[src/rtl/hazard_bypass_pkg.sv]
package hazard_bypass_pkg;

    localparam int unsigned REG_AW = 5;

    typedef enum logic [1:0] {
        SRC_REGFILE    = 2'd0,
        SRC_EXMEM_ALU  = 2'd1,
        SRC_MEMWB_ALU  = 2'd2,
        SRC_MEMWB_LOAD = 2'd3
    } opnd_src_e;

    typedef struct packed {
        logic              wr;
        logic              load;
        logic [REG_AW-1:0] dst;
    } writer_t;

    // A writer matches a source only for a nonzero register number.
    function automatic logic writes_reg(writer_t w, logic [REG_AW-1:0] src);
        return w.wr && (w.dst == src) && (src != '0);
    endfunction

endpackage

[src/rtl/operand_pick.sv]
module operand_pick
    import hazard_bypass_pkg::*;
(
    input  logic [REG_AW-1:0] src,
    input  writer_t           mem_w,
    input  writer_t           wb_w,
    output opnd_src_e         sel
);
    always_comb begin
        if (writes_reg(mem_w, src) && !mem_w.load) begin
            sel = SRC_EXMEM_ALU;
        end else if (writes_reg(wb_w, src)) begin
            sel = wb_w.load ? SRC_MEMWB_LOAD : SRC_MEMWB_ALU;
        end else begin
            sel = SRC_REGFILE;
        end
    end
endmodule

[src/rtl/stall_detect.sv]
module stall_detect
    import hazard_bypass_pkg::*;
(
    input  logic              id_valid,
    input  logic [REG_AW-1:0] src_a,
    input  logic [REG_AW-1:0] src_b,
    input  logic              use_a,
    input  logic              use_b,
    input  logic              branch,
    input  writer_t           ex_w,
    input  writer_t           mem_w,
    output logic              stall
);
    logic load_use;
    logic branch_wait;

    always_comb begin
        load_use = ex_w.load &&
                   ((use_a && writes_reg(ex_w, src_a)) ||
                    (use_b && writes_reg(ex_w, src_b)));
        branch_wait = branch &&
                      (writes_reg(ex_w, src_a) ||
                       (mem_w.load && writes_reg(mem_w, src_a)));
        stall = id_valid && (load_use || branch_wait);
    end
endmodule

[src/rtl/hazard_bypass_ctrl.sv]
module hazard_bypass_ctrl
    import hazard_bypass_pkg::*;
#(
    parameter int unsigned NUM_OPND = 2
) (
    input  logic              id_valid,
    input  logic [REG_AW-1:0] id_src_a,
    input  logic [REG_AW-1:0] id_src_b,
    input  logic              id_use_a,
    input  logic              id_use_b,
    input  logic              id_branch,
    input  logic              id_taken,
    input  logic [REG_AW-1:0] ex_src_a,
    input  logic [REG_AW-1:0] ex_src_b,
    input  logic [REG_AW-1:0] ex_dst,
    input  logic              ex_wr,
    input  logic              ex_load,
    input  logic [REG_AW-1:0] mem_dst,
    input  logic              mem_wr,
    input  logic              mem_load,
    input  logic [REG_AW-1:0] wb_dst,
    input  logic              wb_wr,
    input  logic              wb_load,
    output logic [1:0]        alu_a_sel,
    output logic [1:0]        alu_b_sel,
    output logic              br_fwd,
    output logic              pc_hold,
    output logic              ifid_hold,
    output logic              idex_bubble,
    output logic              ifid_flush
);
    localparam int unsigned SEL_W = $bits(opnd_src_e);

    writer_t           ex_w, mem_w, wb_w;
    logic [REG_AW-1:0] ex_src [NUM_OPND];
    opnd_src_e         opnd_sel [NUM_OPND];
    logic              stall;

    assign ex_w  = '{wr: ex_wr,  load: ex_load,  dst: ex_dst};
    assign mem_w = '{wr: mem_wr, load: mem_load, dst: mem_dst};
    assign wb_w  = '{wr: wb_wr,  load: wb_load,  dst: wb_dst};

    assign ex_src[0] = ex_src_a;
    assign ex_src[1] = ex_src_b;

    for (genvar g = 0; g < NUM_OPND; g++) begin : g_opnd
        operand_pick u_pick (
            .src   (ex_src[g]),
            .mem_w (mem_w),
            .wb_w  (wb_w),
            .sel   (opnd_sel[g])
        );
    end

    assign alu_a_sel = SEL_W'(opnd_sel[0]);
    assign alu_b_sel = SEL_W'(opnd_sel[1]);

    stall_detect u_stall (
        .id_valid (id_valid),
        .src_a    (id_src_a),
        .src_b    (id_src_b),
        .use_a    (id_use_a),
        .use_b    (id_use_b),
        .branch   (id_branch),
        .ex_w     (ex_w),
        .mem_w    (mem_w),
        .stall    (stall)
    );

    // Comparator bypass: only an ALU result sitting in EX/MEM; write-back
    // producers reach decode through the register file in the same cycle.
    assign br_fwd      = id_branch && !mem_load && writes_reg(mem_w, id_src_a);
    assign pc_hold     = stall;
    assign ifid_hold   = stall;
    assign idex_bubble = stall;
    assign ifid_flush  = id_valid && id_branch && id_taken && !stall;
endmodule

[config.mk]
export PLATFORM = sky130hd
export DESIGN_NAME = hazard_bypass_ctrl
export DESIGN_NICKNAME = d
export VERILOG_FILES = /design/src/rtl/hazard_bypass_pkg.sv /design/src/rtl/operand_pick.sv /design/src/rtl/stall_detect.sv /design/src/rtl/hazard_bypass_ctrl.sv
export SDC_FILE = /design/constraint.sdc
export NUM_CORES = 1
export LEC_CHECK = 0
export BUFFER_PORTS_ARGS = -buffer_cell sky130_fd_sc_hd__buf_2
export CAP_MARGIN = 10
export CORE_UTILIZATION = 25
export DETAILED_ROUTE_END_ITERATION = 16
export PLACE_DENSITY_LB_ADDON = 0.08
export SYNTH_ARGS = -nofsm -noshare
export SYNTH_HDL_FRONTEND = slang
export SYNTH_SLANG_ARGS = --single-unit
[constraint.sdc]
create_clock -name vclk -period 2.5
set_input_delay 0.625 -clock vclk [all_inputs]
set_output_delay 0.625 -clock vclk [all_outputs]
set_load 0.05 [all_outputs]
# Word level (Yosys, flattened, before mapping)
# Index checks and enable logic that the tools add are counted.
# word_totals
reg_bits	0
inputBits	46
word_cells	48
out_inout_bits	9
# classes
n_reduce_logical	36
n_eq_ne	7
mux	5
# op_table
operator	count
5-bit == test	7
1-bit logical AND	27
5-bit nonzero test	4
2-bit two-way mux	4
1-bit logical OR	3
1-bit zero test	2
1-bit two-way mux	1

# Longest topological paths before layout
# logic_depth
depth_word	10
mapped_depth	5
ltp_nobuf	4

# Hierarchy
# A second synthesis with hierarchy kept.
# unflattened
cells_unflattened	97
area_unflattened_um2	695.7
# by_module_without_submodules
module	cells_each	n_inst	seq_area_each_um2	area_each_um2
operand_pick	26	2	0.0	177.7
stall_detect	32	1	0.0	242.7
hazard_bypass_ctrl	13	1	0.0	97.6

# Worst setup path after synthesis
# OpenSTA, ideal clock, no wires.
# synth_path
path_type	input to output
startpoint	input port id_src_a[0]
endpoint	output port ifid_flush
t_arrival_ns	2.319
required_time_ns	1.875
setup_slack_ns	-0.444
n_path_buf	0
cell_stages	4
path_cell_list	nor4_1 o21ai_1 a41o_1 nor3_1
# synth_between
elab_chain_len	10
word_cells_on_any_way	17
cone_classes	2 x eq/ne; 15 x reduce/logical
# synth_rtl
item	line	source
start: declaration	hazard_bypass_ctrl.sv:7	input logic [REG_AW-1:0] id_src_a,
5-bit == test	hazard_bypass_pkg.sv:20	return w.wr && (w.dst == src) && (src != '0);
1-bit logical AND (2 in series)	hazard_bypass_pkg.sv:20	
1-bit logical AND (on tied branches)	stall_detect.sv:19, stall_detect.sv:23	
1-bit logical OR (on tied branches)	stall_detect.sv:19, stall_detect.sv:22	
1-bit logical AND (on tied branches)	stall_detect.sv:18, stall_detect.sv:21	
1-bit logical OR *	stall_detect.sv:24	stall = id_valid && (load_use || branch_wait);
1-bit logical AND *	stall_detect.sv:24	
1-bit zero test *	hazard_bypass_ctrl.sv:76	assign ifid_flush = id_valid && id_branch && id_taken && !stall;
1-bit logical AND *	hazard_bypass_ctrl.sv:76	
end: declaration	hazard_bypass_ctrl.sv:30	output logic ifid_flush
# Every way passes the cells marked *; elsewhere a longest branch is shown, timed or not.

# Worst setup path after layout
# layout_path
startpoint	input port ex_dst[2]
endpoint	output port idex_bubble
# layout_between
elab_chain_len	8
word_cells_on_any_way	14
cone_classes	2 x eq/ne; 12 x reduce/logical
# layout_rtl
item	line	source
start: declaration	hazard_bypass_ctrl.sv:15	input logic [REG_AW-1:0] ex_dst,
5-bit == test	hazard_bypass_pkg.sv:20	
1-bit logical AND (2 in series)	hazard_bypass_pkg.sv:20	
1-bit logical AND (on tied branches)	stall_detect.sv:19, stall_detect.sv:20	
1-bit logical OR	stall_detect.sv:19	((use_a && writes_reg(ex_w, src_a)) ||
1-bit logical AND	stall_detect.sv:18	load_use = ex_w.load &&
1-bit logical OR *	stall_detect.sv:24	
1-bit logical AND *	stall_detect.sv:24	
end: declaration	hazard_bypass_ctrl.sv:29	output logic idex_bubble,
# Marks and branches as above.

==> run metrics <==
outcome finished, violations left; failing checks setup timing; final setup fails 4; first-pass GRT wire length 2.898 mm; Comb power frac 100.0%; Post-Synthesis Cells 74; Die Wd between 40 and 50 µm; largest net degree at the start of global routing 5; Max-slew headroom between 70 and 80%; WHS Path Cells 3; critical path peak fanout 3; slew at the pin closest to its max-slew limit 0.3755 ns; WHS around 1.6 ns; router iterations before antenna repair 3; fin util between 50 and 60%; Yosys Warn Count 0; arrival time worst endpoint 1.97 ns; FF+latch count 0; share of layout cells above drive strength 1 61.81%; Vias 805; row cnt 16; fin crit share 103.9%; Placer Congestion 0.8110; worst vdd ir ~0.072 mV; via count of the first global-routing pass 729; Max Slew Vio Count 0; post-DR vias/cell ~4.7; WS Path Type in2out; Mean Syn Cell Area 7.524 µm²; worst slack at placement -0.2140 ns; Post-Route WL 1.852 mm; largest area contributor in the netlist xnor2_1; PD cells 144.5 mW/mm²; Hold Path Origin wb_load; antenna fix cells 0; Final Hold Vio Count 0; clock network power share 0%; GR Util All Layers roughly 14%; Synth area leaders xnor2_1 25%, xor2_1 25%, nor4_1 6.7%; Max Cap Viol 0; fin crit period 2.597 ns; Seq/Total Area, Yosys 0%; Final Power 0.1633 mW; leak pwr 0.5239 nW; Worst Hold Class in2out; synth cell count leaders 16 x xnor2_1, 16 x xor2_1, 6 x nor4_1; Mapped Area 556.8 µm²; total gr overflow 0; switching share of power a little under half; # DRC 0; sequential cell area 0 µm²; Required @ worst endpoint 1.88 ns; chip height between 40 and 50 µm; Yosys cell types 23; core area 0.002022 mm²; Port Buffer Count 55; Total Nets Final approximately 190; initial antenna violation count 0; Seq pwr share 0%; initial core utilization between 20 and 30%; antenna viol nets, final 0; Max Freq 0.3850 GHz; sw power roughly 0.076 mW; Clock buffer cells 0; dpl hpwl 1.629 mm; Net Count, Synth 120; hold path endpoint alu_b_sel[0]; Pint about 0.087 mW; setup TNS -0.3201 ns; area growth from synthesis to layout 102.9%; routed length per instance 10.83 µm; Fill cells 217; top cell type's share of synthesized area 25.17%; initial drt markers 4; CP Capture Type primary output; Die Area 0.002420 mm²; startpoint types input port; setup ws final -0.09744 ns; I/O pins 55; RSZ-0062 raised after global routing true
per-stage QoR:
stage,cell area [µm²],std cells
final,1130,171
after global routing,1130,171
after CTS,1059,170
after detailed placement,982.2,170
after global placement,982.2,170
after floorplan,575.6,74
repair_timing:
action,CTS,global route
setup buffers,0,1
hold buffers,0,0
pin swaps,5,5
setup endpoints to repair,6,9
resized for setup,21,18
cells by family after synthesis:
kind of cell | count (synthesis) | share of synthesized area [%]
AO/OA/AOI/OAI | 9 | 13.48
XOR/XNOR | 32 | 50.34
buffers and inverters | 2 | 2.696
AND/OR/NAND/NOR | 31 | 33.48
power groups by stage:
stage               Clock (mW)  Sequential [mW]  Combinational (mW)
finish                       0                0               0.163
global route                 0                0               0.180
CTS                          0                0               0.156
detailed placement           0                0               0.148
global placement             0                0               0.146
floorplan                    0                0              0.0641
routing by layer:
layer	up-vias	global-route usage, %	part of all wire, %
li1	415	-	-
met1	365	20.19	46
met2	25	25.80	49
met3	0	0.6231	5.1
met4	0	0	0
met5	-	0	0
layout make-up:
class                           instances  area [µm²]  area share (%)
Multi-Input combinational cell         72       614.3           54.37
Tap cell                               27       33.78           2.990
Timing Repair Buffer                   72       481.7           42.64
critical path: stages:
cell,delay (ns)
buf_6,0.09
xor2_1,0.15
or4_4,0.52
a211oi_2,0.20
a311o_2,0.21
buf_6,0.17
cell usage in the layout (no fill, tap or decap), drive strengths merged, types with 2 or more instances in the layout:
master | synthesis | routed
and4 | 2 | 2
nand4 | 5 | 5
or4 | 3 | 3
nand2 | 3 | 3
nor2 | 3 | 3
buf | 2 | 72
nand3 | 3 | 3
xnor2 | 16 | 16
a21o | 2 | 2
nor2b | 3 | 3
xor2 | 16 | 16
nor4 | 6 | 6
worst max path at each step:
| stage | start | end | slack, ns | cells after the start |
|---|---|---|---|---|
| after floorplan | id_src_a[2] | ifid_hold | -0.16 | 5 |
| after global placement | id_src_a[2] | idex_bubble | -0.18 | 6 |
| after detailed placement | id_src_a[2] | idex_bubble | -0.21 | 6 |
| after CTS | id_src_a[0] | idex_bubble | -0.12 | 8 |
| after global routing | ex_dst[2] | ifid_hold | -0.15 | 6 |
| final | ex_dst[2] | idex_bubble | -0.1 | 6 |
Power figures use the tool's default switching activity.
